### config.mk
export PLATFORM = sky130hd
export DESIGN_NAME = dispram_loader
export DESIGN_NICKNAME = d
export VERILOG_FILES = /design/src/rtl/dispram_pkg.sv /design/src/rtl/ldr_shift.sv /design/src/rtl/ldr_strobe.sv /design/src/rtl/ldr_rowfile.sv /design/src/rtl/dispram_loader.sv
export SDC_FILE = /design/constraint.sdc
export NUM_CORES = 1
export LEC_CHECK = 0
export ABC_AREA = 1
export BUFFER_PORTS_ARGS = -buffer_cell sky130_fd_sc_hd__buf_4
export CELL_PAD_IN_SITES_DETAIL_PLACEMENT = 0
export CELL_PAD_IN_SITES_GLOBAL_PLACEMENT = 1
export CORE_ASPECT_RATIO = 0.5
export CORE_MARGIN = 2
export CORE_UTILIZATION = 48
export DETAILED_ROUTE_END_ITERATION = 6
export HOLD_SLACK_MARGIN = 0.15
export PLACE_DENSITY_LB_ADDON = 0.1
export SYNTH_ARGS = -nofsm -noshare
export SYNTH_HDL_FRONTEND = slang
export SYNTH_SLANG_ARGS = --single-unit
### constraint.sdc
create_clock -name clk -period 5.57 [get_ports clk]
set_input_delay 0 -clock clk [delete_from_list [all_inputs] [get_ports clk]]
set_output_delay 0 -clock clk [all_outputs]
set_load 0.02 [all_outputs]
### src/rtl/dispram_pkg.sv
package dispram_pkg;

    localparam int unsigned COL_W     = 40;
    localparam int unsigned SHORT_LEN = 40;
    localparam int unsigned LONG_ADDR = 8;
    localparam int unsigned LONG_LEN  = COL_W + LONG_ADDR;

    typedef logic [COL_W-1:0] col_word_t;

    // View of the shift chain once a long word is complete.
    typedef struct packed {
        col_word_t              cols;
        logic [LONG_ADDR-1:0]   addr;
    } long_word_t;

    // Column pattern carried by the chain, for either word length.
    function automatic col_word_t column_bits(input logic [LONG_LEN-1:0] chain,
                                              input logic long_mode,
                                              input int unsigned mux);
        long_word_t lw;
        col_word_t  c;
        lw = long_word_t'(chain);
        c  = '0;
        if (long_mode) begin
            c = lw.cols;
        end else begin
            for (int i = 0; i < int'(COL_W); i++) begin
                if (i < int'(SHORT_LEN - mux)) c[i] = chain[i + int'(mux)];
            end
        end
        return c;
    endfunction

endpackage

### src/rtl/ldr_shift.sv
module ldr_shift
    import dispram_pkg::*;
(
    input  logic                clk,
    input  logic                rst,
    input  logic                sdi,
    input  logic                long_mode,
    input  logic                hold,
    output logic [LONG_LEN-1:0] chain_q,
    output logic                sdo
);

    logic tap;

    always_ff @(negedge clk) begin
        if (rst)        chain_q <= '0;
        else if (!hold) chain_q <= {chain_q[LONG_LEN-2:0], sdi};
    end

    assign tap = long_mode ? chain_q[LONG_LEN-1] : chain_q[SHORT_LEN-1];

    always_ff @(posedge clk) begin
        if (rst) sdo <= 1'b0;
        else     sdo <= tap;
    end

    // Count of uninterrupted shifting edges, used by the delay checks.
    logic [5:0] run_cnt;
    always_ff @(negedge clk) begin
        if (rst || hold)          run_cnt <= '0;
        else if (run_cnt != 6'h3f) run_cnt <= run_cnt + 6'd1;
    end


    delay_short_chk: assert property (@(negedge clk) disable iff (rst)
        (run_cnt >= 6'd40) |-> (chain_q[SHORT_LEN-1] == $past(sdi, 40)));


    delay_long_chk: assert property (@(negedge clk) disable iff (rst)
        (run_cnt >= 6'd48) |-> (chain_q[LONG_LEN-1] == $past(sdi, 48)));


    hold_chain_chk: assert property (@(negedge clk) disable iff (rst)
        hold |=> $stable(chain_q));

endmodule

### src/rtl/ldr_strobe.sv
module ldr_strobe (
    input  logic clk,
    input  logic rst,
    input  logic strobe,
    output logic hold,
    output logic fire
);

    logic stb_q;

    always_ff @(negedge clk) begin
        if (rst) stb_q <= 1'b0;
        else     stb_q <= strobe;
    end

    assign hold = strobe;
    assign fire = stb_q & ~strobe;


    single_write_chk: assert property (@(negedge clk) disable iff (rst)
        fire |=> !fire);

endmodule

### src/rtl/ldr_rowfile.sv
module ldr_rowfile
    import dispram_pkg::*;
#(
    parameter int unsigned ROWS  = 8,
    localparam int unsigned ROW_W = (ROWS > 1) ? $clog2(ROWS) : 1
) (
    input  logic             clk,
    input  logic             rst,
    input  logic             we,
    input  logic [ROWS-1:0]  wen,
    input  col_word_t        wdata,
    input  logic [ROW_W-1:0] rd_row,
    output col_word_t        rd_data
);

    col_word_t rows_q [ROWS];

    for (genvar r = 0; r < int'(ROWS); r++) begin : g_row
        always_ff @(negedge clk) begin
            if (rst)                rows_q[r] <= '0;
            else if (we && wen[r])  rows_q[r] <= wdata;
        end


        row_keep_chk: assert property (@(negedge clk) disable iff (rst)
            !(we && wen[r]) |=> $stable(rows_q[r]));


        row_write_chk: assert property (@(negedge clk) disable iff (rst)
            (we && wen[r]) |=> (rows_q[r] == $past(wdata)));
    end

    assign rd_data = rows_q[rd_row];

endmodule

### src/rtl/dispram_loader.sv
module dispram_loader
    import dispram_pkg::*;
#(
    parameter int unsigned MUX_RATE = 8,
    localparam int unsigned ROWS  = MUX_RATE,
    localparam int unsigned ROW_W = (ROWS > 1) ? $clog2(ROWS) : 1
) (
    input  logic             clk,
    input  logic             rst,
    input  logic             sdi,
    input  logic             col_mode,
    input  logic             strobe,
    output logic             sdo,
    input  logic [ROW_W-1:0] rd_row,
    output logic [COL_W-1:0] rd_data
);

    logic [LONG_LEN-1:0] chain;
    logic                hold;
    logic                fire;
    logic [ROWS-1:0]     wen;
    col_word_t           wdata;

    ldr_strobe u_strobe (
        .clk    (clk),
        .rst    (rst),
        .strobe (strobe),
        .hold   (hold),
        .fire   (fire)
    );

    ldr_shift u_shift (
        .clk       (clk),
        .rst       (rst),
        .sdi       (sdi),
        .long_mode (col_mode),
        .hold      (hold),
        .chain_q   (chain),
        .sdo       (sdo)
    );

    // Address bit k (last bits shifted) enables row k-1 in both word forms;
    // long-form bits beyond the row count fall outside this slice.
    assign wen   = chain[ROWS-1:0];
    assign wdata = column_bits(chain, col_mode, MUX_RATE);

    ldr_rowfile #(.ROWS(ROWS)) u_rows (
        .clk     (clk),
        .rst     (rst),
        .we      (fire),
        .wen     (wen),
        .wdata   (wdata),
        .rd_row  (rd_row),
        .rd_data (rd_data)
    );


    sdo_after_reset_chk: assert property (@(posedge clk)
        $past(rst) |-> (sdo == 1'b0));

endmodule

After elaboration in Yosys (flattened, before gate mapping)
Memory sizes are Yosys's and may differ from the RTL's.
Index checks and enable logic that the tools add are counted.
- register bits after elaboration: 50
- RAM bits: 320
- bits of input ports: 8
- logic and storage cells: 58
- memories kept: 1
- memory list (name ; depth ; bits a word ; rd ports ; clocked after Yosys merged registers in ; wr ports ; line ; RTL):
    u_rows.rows_q ; 8 ; 40 ; 1 ; 0 ; 8 ; ldr_rowfile.sv:16 ; col_word_t rows_q [ROWS];
- muxes and demuxes: 36
- bitwise gates (word level): 10
- reductions and logical operators: 8
- operators by type and width (kind ; count):
    $mux W40 ; 8
    $mux W1 ; 27
    $logic_and A1 B1 Y1 ; 8
    $mux W8 ; 1
    $or A1 B1 Y1 ; 8
    $and A1 B1 Y1 ; 1
    $not A1 Y1 ; 1

Longest topological paths before layout
Gate-level depths: netlist of the first run.
- depth after elaboration: 7
- depth in mapped cells: 9

By module
Synthesis of the first run repeated with hierarchy kept, for this count alone.
- cells, all modules: 2140
- area, all modules: 18790.5 um2
- by module, submodules not included (module ; times used ; cells each ; area an instance (um2) ; sequential area each (um2)):
    ldr_rowfile ; 1 ; 1805 ; 16656.0 ; 9609.2
    ldr_shift ; 1 ; 311 ; 2020.7 ; 980.9
    dispram_loader ; 1 ; 17 ; 65.1 ; 0.0
    ldr_strobe ; 1 ; 7 ; 48.8 ; 20.0

==> metrics.md, run 1 <==
| Metric | Value |
|---|---|
| Routed WL | between 40 and 50 mm |
| Drt drc | 0 |
| Core Box Area | between 0.03 and 0.04 sq mm |
| Clk pwr share | between 40% and 50% |
| Row cnt | 48 |
| Fin nets | around 2300 |
| Relative slew margins | 16.6% |
| DP HPWL | roughly 26 mm |
| DIE HEIGHT | 137 um |
| Antenna diode count | 0 |
| P_leak | between 9 and 10 nW |
| Worst Setup Start Kind | input pin |
| CTS Buf Count | 37 |
| Final instance area | 0.0204 sq mm |
| Worst slew pin tran | around 1.3 ns |
| Clock Tree Root | clkbuf_16 |
| Iter 0 DRT Violations | 1102 |
| Final Hold Violating Endpoints | 0 |
| Post-synthesis mux area share | 0% |
| Pre-antenna DRT Iters | 5 |
| I/O Buffers | 48 |
| Combinational power share | under 10% |
| Post-Synth XOR/XNOR Area | 0% |
| Die Span X | 270 um |
| Clock skew | between 0.06 and 0.07 ns |
| Post_cts resized | 0 |
| Vias in the first global route | 13900 |
| Clock sink count | 370 |
| Compound-cell area share of the yosys netlist | 2.04% |
| EDFF count, synth | 320 |
| Sequential-to-total area share from yosys stat | 62.7% |
| Fraction of the mapped netlist area in simple logic gates | 23.9% |
| Gate Count Post-Synth | a little under 2000 |
| End point of the critical path | u_shift.chain_q[19] |
| Worst Setup End Kind | flop |
| Crit path required time | approximately 3.3 ns |
| Skew-Pair Late Insertion Delay | around 0.6 ns |
| Switch Pwr | roughly 2.1 mW |
| Antenna-violating nets left | 0 |
| Initial antenna violation count | 0 |
| Starting density of the core | between 40% and 50% |
| Cell area after synthesis | roughly 0.017 sq mm |
| Setup Crit Path Kind | in -> reg |
| Pint | 5.03 mW |
| Buf/Inv on CP | 3 |
| Syn_area_per_cell | approximately 8.8 sq um |
| Warnings, synthesis | 0 |
| Largest net degree at the start of global routing | a little under 100 |
| CP peak stage delay | 0.77 ns |
| Gr ovfl total | 0 |
| CP startpoint | rst |
| Yosys reg bits | 370 |
| Global-route wire length before repair | a little over 70 mm |
| RSZ-0062 raised after global routing | false |
| Max Cap Violations | 0 |
| CP Cell Sequence | dlygate4sd3_1 > buf_4 > inv_2 > nand2_2 > o22ai_1 |
| CTS H-tree depth | 2 |
| Clock Path Buffers | 3 |
| Placement Cell Area | approximately 0.018 sq mm |
| CTS tree | yes |
| Synth cell types | 17 |
| CP delay by family, top | buffers and inverters |
| Largest family of logic cells by synthesized area | simple AND/OR/NAND/NOR gates |
| R2r startpoint | u_shift.chain_q[47] |
| Final RePlAce weighted congestion | 0.800 |
| Adder-cell share of the synthesized area | 0% |
| Finish-stage setup viols | 0 |
| Syn Nets | roughly 1900 |
| Synth async-reset ratio | 0% |
| Crit path depth | 5 |
| Fin. max-slew vios | 0 |
| Worst hold-check path type | in -> reg |
| Status | completed |
| Pwr per Cell Area | approximately 350 mW/mm^2 |
| Area Overhead vs Synth | 20.4% |
| Io pins | 49 |
| Critical Path Slowest Stage Cell | nand2_2 |
| Crit path DAT | 2.30 ns |
| Dpl cells | around 2400 |
| Die area | ~0.037 sq mm |
| Net Sw Frac | 29.5% |
| Seq pwr share | between 40% and 50% |
| Worst R2R Path Depth | 4 |
| R2R Path End | u_shift.sdo |
| Clock transition at path regs | ~0.06 ns |
| Peak supply drop | 0.177 mV |
| Post-Layout Cell Count | 2818 |
| GRT Overall Usage | between 20% and 30% |
| Post-Route Setup TNS | 0 ns |
| Ratio of cells with drive above 1 in the final layout | roughly 6.8% |
| Final hold slack | ~0.39 ns |
| CP max FO | between 40 and 50 |
| Hold Crit Depth | 4 |
| Vias per cell | around 4.9 |
| Via count | ~14000 |
| Most common flop cell mapped by yosys | edfxtp_1 |
| DR WL/cell | about 16 um |
| R2r setup slk | about 1.2 ns |
-- timing repair --
action / CTS / global route
endpoints found under the hold margin: 1 / 0
hold buffers: 2 / 0
setup buffers: 0 / 0
-- power groups by stage --
stage	clock network, mW	registers (mW)	logic [mW]
floorplan	0.394	3.17	0.301
global placement	0.394	3.16	0.463
detailed placement	0.394	3.17	0.469
CTS	3.65	3.13	0.472
global route	3.95	3.13	0.521
finish	3.54	3.13	0.469
-- tightest hold or removal path, stage by stage --
cell and delay, ns:
buf_4 0.15, o21a_1 0.14, nor2_1 0.04, dlygate4sd3_1 0.53
-- routing by layer --
layer | share of wire [%] | GRT usage (%) | up-vias | wire length, um
met5 | 0 | 0 | - | 0
met4 | 1.1 | 9.26 | 0 | 485
met3 | 7.5 | 6.93 | 50 | 3390
met2 | 46 | 38.7 | 463 | 20700
met1 | 45 | 33.0 | 6484 | 20400
li1 | - | - | 6730 | -
-- registers in the layout, indices dropped and copies added, names as in the netlist --
signal           count
u_rows.rows_q      320
u_shift.chain_q     48
u_shift.sdo          1
u_strobe.stb_q       1
-- cell families after synthesis --
logic type             after synthesis
flip-flops                         370
AND/OR/NAND/NOR                   1022
buffers and inverters              482
AO/OA/AOI/OAI                       57
-- worst min path at each step --
| stage | startpoint | slack (ns) | to |
|---|---|---|---|
| floorplan | rst | 0.07 | u_shift.sdo |
| global placement | rst | 0.22 | u_shift.sdo |
| detailed placement | rst | 0.22 | u_shift.sdo |
| CTS | col_mode | 0.37 | u_shift.sdo |
| global route | col_mode | 0.39 | u_shift.sdo |
| finish | col_mode | 0.39 | u_shift.sdo |
-- placed cells by master, fill, tap and decap left out, types with 2 or more instances in the layout --
cell type and n:
clkinvlp_2 9, dlygate4sd3_1 2, inv_4 2, nand2_1 531, inv_1 719, o21ai_4 8, buf_4 80, buf_12 2
nor2_1 321, nand3_2 8, o22ai_1 46, inv_2 4, bufinv_16 3, edfxtp_1 320, dfxtp_1 50, nand3_1 160
clkinv_1 32, clkbuf_16 40, o21ai_0 2
-- final cells by class --
type,count,area [sq um]
Inverter,375,1410
Clock buffer,40,1000
Timing Repair Buffer,84,661
Fill cell,3198,14200
Sequential cell,370,10600
Tap cell,475,594
Multi-Input combinational cell,1079,4530
Clock inverter,395,1580
-- through the flow --
step	utilization (%)	worst slack [ns]	power [mW]
2_1_floorplan	-	-0.731	3.87
3_3_place_gp	51.4	0.769	4.02
3_5_place_dp	51.4	0.676	4.03
4_1_cts	58.9	0.986	7.25
5_1_grt	58.9	0.831	7.61
6_report	58.9	0.962	7.14
-- cells in the mapped netlist (5+ instances only) --
cell        n  area share [%]
buf_1       6            0.13
buf_2      54             1.6
buf_4      12            0.53
clkbuf_1   33            0.73
clkinv_1   31            0.69
dfxtp_1    50             5.9
edfxtp_1  320              57
inv_1     340             7.5
inv_2       5            0.11
nand2_1   532              12
nand3_1   168             5.0
nor2_1    321             7.1
o21ai_0    10            0.30
o22ai_1    46             1.7
No activity file was read; power rests on OpenSTA's default activity.
==> run 2, diff against run 1 <==
==> constraint.sdc (replaced) <==
create_clock -name clk -period 4.54 [get_ports clk]
set_input_delay 0 -clock clk [delete_from_list [all_inputs] [get_ports clk]]
set_output_delay 0 -clock clk [all_outputs]
set_load 0.02 [all_outputs]
==> run 2 against run 1 <==
  * Register-to-register slack got worse by 0.52 ns
  * Non-clock buffer count rose by 5
  * Worst hold slack got worse by 0.038 ns
  * Combinational power rose by 23%
  * Setup slack got worse by 0.32 ns
  * Highest routed layer unchanged
  * Critical endpoint is now rd_data[19]
==> metrics.md, run 2 (synthesis gave the netlist of run 1 again) <==
| Metric | Value |
|---|---|
| Io pins | 49 (unchanged) |
| Net Sw Frac | 29.7% (+0.21 points) |
| DR WL/cell | 16.2 um (+1.3%) |
| Most frequent cells in the layout | inv_1 (716), nand2_1 (531), nor2_1 (321) |
| Clock transition at path regs | 0.07 ns (about the same) |
| Starting density of the core | 49.0% (unchanged) |
| Clk pwr share | 49.5% (about the same) |
| Commonest non-fill, non-tap cell in the layout | inv_1 |
| Skew-Pair Late Insertion Delay | 0.59 ns (about the same) |
| Die area | 0.0369 sq mm (unchanged) |
| Global route hottest layer | met2 |
| Worst Setup End Kind | output port |
| Largest net degree at the start of global routing | 98 (+1.0%) |
| Seq pwr share | 43.9% (about the same) |
| Fin. max-slew vios | 0 (unchanged) |
| Area Overhead vs Synth | 20.8% |
| Antenna diode count | 0 (unchanged) |
| Drt drc | 0 (unchanged) |
| Clock Tree Root | clkbuf_16 |
| CTS tree | yes |
| Final hold slack | 0.356 ns (-0.0378 ns) |
| Finish-stage setup viols | 0 (unchanged) |
| Max Cap Violations | 0 (unchanged) |
| Worst slew pin tran | 1.22 ns (-0.0316 ns) |
| R2r setup slk | 0.69 ns (-0.52 ns) |
| Combinational power share | 6.6% (about the same) |
| Largest register FFs | 320 (unchanged) |
| Clock Path Buffers | 3 (unchanged) |
| Worst hold-check path type | in -> reg |
| Core Box Area | 0.0346 sq mm (unchanged) |
| Die Span X | 270 um (unchanged) |
| DIE HEIGHT | 137 um (unchanged) |
| Row cnt | 48 (unchanged) |
| Largest register by flop count | u_rows.rows_q |
| Final Hold Violating Endpoints | 0 (unchanged) |
| Clock skew | 0.0517 ns (-0.0173 ns) |
| Multi-input gate area | 0.00453 sq mm (unchanged) |
| Pwr per Cell Area | 428 mW/mm^2 (+22%) |
| Worst Setup Start Kind | flop |
| Setup Crit Path Kind | reg -> out |
| Clock sink count | 370 (unchanged) |
| Grt met1 use | 31.3% (-1.8 points) |
| CTS H-tree depth | 2 (unchanged) |
| Switch Pwr | 2.60 mW (+23%) |
| Iter 0 DRT Violations | 1052 (-4.5%) |
| Initial antenna violation count | 0 (unchanged) |
| Global-route wire length before repair | 71.5 mm (+1.4%) |
| Crit path required time | 4.54 ns (+1.27 ns) |
| Ratio of cells with drive above 1 in the final layout | 7.11% (+0.32 points) |
| RSZ-0062 raised after global routing | false |
| Sequential cell area | 0.0106 sq mm (unchanged) |
| DP HPWL | 25.2 mm (-1.6%) |
| Peak supply drop | 0.211 mV (+19%) |
| Post-Route Setup TNS | 0 ns (unchanged) |
| Final RePlAce weighted congestion | 0.766 (-4.3%) |
| Fin nets | 2329 (+0.22%) |
| CP max FO | 1 (-98%) |
| CTS Buf Count | 37 (unchanged) |
| GRT Overall Usage | 25.2% (+0.50 points) |
| GR Util met2 | 40.5% (+1.8 points) |
| Vias in the first global route | 14300 (+2.5%) |
| Status | completed |
| Gr ovfl total | 0 (unchanged) |
| Met3 GRT Util | 8.49% (+1.6 points) |
| Antenna-violating nets left | 0 (unchanged) |
| Routed WL | 45.7 mm (+1.6%) |
| Via count | 13900 (+1.0%) |
| Relative slew margins | 18.7% (+2.1 points) |
| Biggest regs | u_rows.rows_q (320), u_shift.chain_q (48) |
| Pre-antenna DRT Iters | 5 (unchanged) |
| Vias per cell | 4.91 (+0.79%) |
| Fill cells | 3205 (+0.22%) |
| Crit path DAT | 3.89 ns (+1.59 ns) |
| P_leak | 10.0 nW (+0.32%) |
| Post-CTS Setup Bufs | 0 (unchanged) |
| I/O Buffers | 48 (unchanged) |
| Pint | 6.15 mW (+22%) |
[run 2: cell types whose count changed in the layout (fill, tap and decap cells not counted)]
cell,delta
buf_12,+4
inv_1,-3
inv_4,+3
buf_4,+1
clkbuf_1,+1
clkbuf_16,-1
clkinvlp_2,+1
[run 2: repair_timing]
| item | 4_1_cts | 5_1_grt |
|---|---|---|
| hold buffers | 2 | 0 |
| gates resized for setup | 0 | 0 |
| hold endpoints to repair | 1 | 0 |
[run 2: power groups by stage]
stage	sequential, mW	combinational (mW)	clock [mW]
2_1_floorplan	3.88	0.370	0.483
3_3_place_gp	3.88	0.576	0.483
3_5_place_dp	3.88	0.580	0.483
4_1_cts	3.84	0.583	4.46
5_1_grt	3.84	0.641	4.83
6_report	3.84	0.578	4.33
[run 2: path summary, 6_finish.rpt]
kind / start / end / cells past startpoint
worst max-delay path: u_rows.rows_q[2][19] / rd_data[19] / 7
worst min-delay path: col_mode / u_shift.sdo / 4
worst max register to register: u_shift.chain_q[39] / u_shift.sdo / 4
worst min register to register: u_shift.chain_q[47] / u_shift.chain_q[47] / 2
[run 2: final cells by class]
cell class	count	area share [%]
repair buffers	89	3.66
inverters	375	6.89
flip-flops and latches	370	51.9
clock inverters	396	7.78
well taps	475	2.90
clock buffers	40	4.79
multi-input cells	1079	22.1
[run 2: critical path, cell delays in order (launching register included)]
cell	delay [ns]
edfxtp_1	0.36
inv_1	0.06
nand2_1	0.05
nand3_1	0.13
nand2_1	0.08
nand2_1	0.06
nand2_1	0.12
buf_4	0.18
[run 2: stage by stage]
step           util [%]  instance area (sq um)  power (mW)  std cells  worst slack [ns]
6_report           59.2                  20500        8.75       2824             0.646
5_1_grt            59.2                  20500        9.31       2824             0.528
4_1_cts            59.2                  20500        8.88       2824             0.632
3_5_place_dp       51.7                  17900        4.95       2387             0.684
3_3_place_gp       51.7                  17900        4.94       2387             0.719
2_1_floorplan         -                  16900        4.74       1931            -0.202
[run 2: metal layers]
| layer | wire length [um] | up-vias | share of wire, % |
|---|---|---|---|
| met4 | 939 | 0 | 2.1 |
| met3 | 3820 | 67 | 8.4 |
| met5 | 0 | - | 0 |
| met1 | 20000 | 6555 | 44 |
| li1 | - | 6751 | - |
| met2 | 20900 | 492 | 46 |
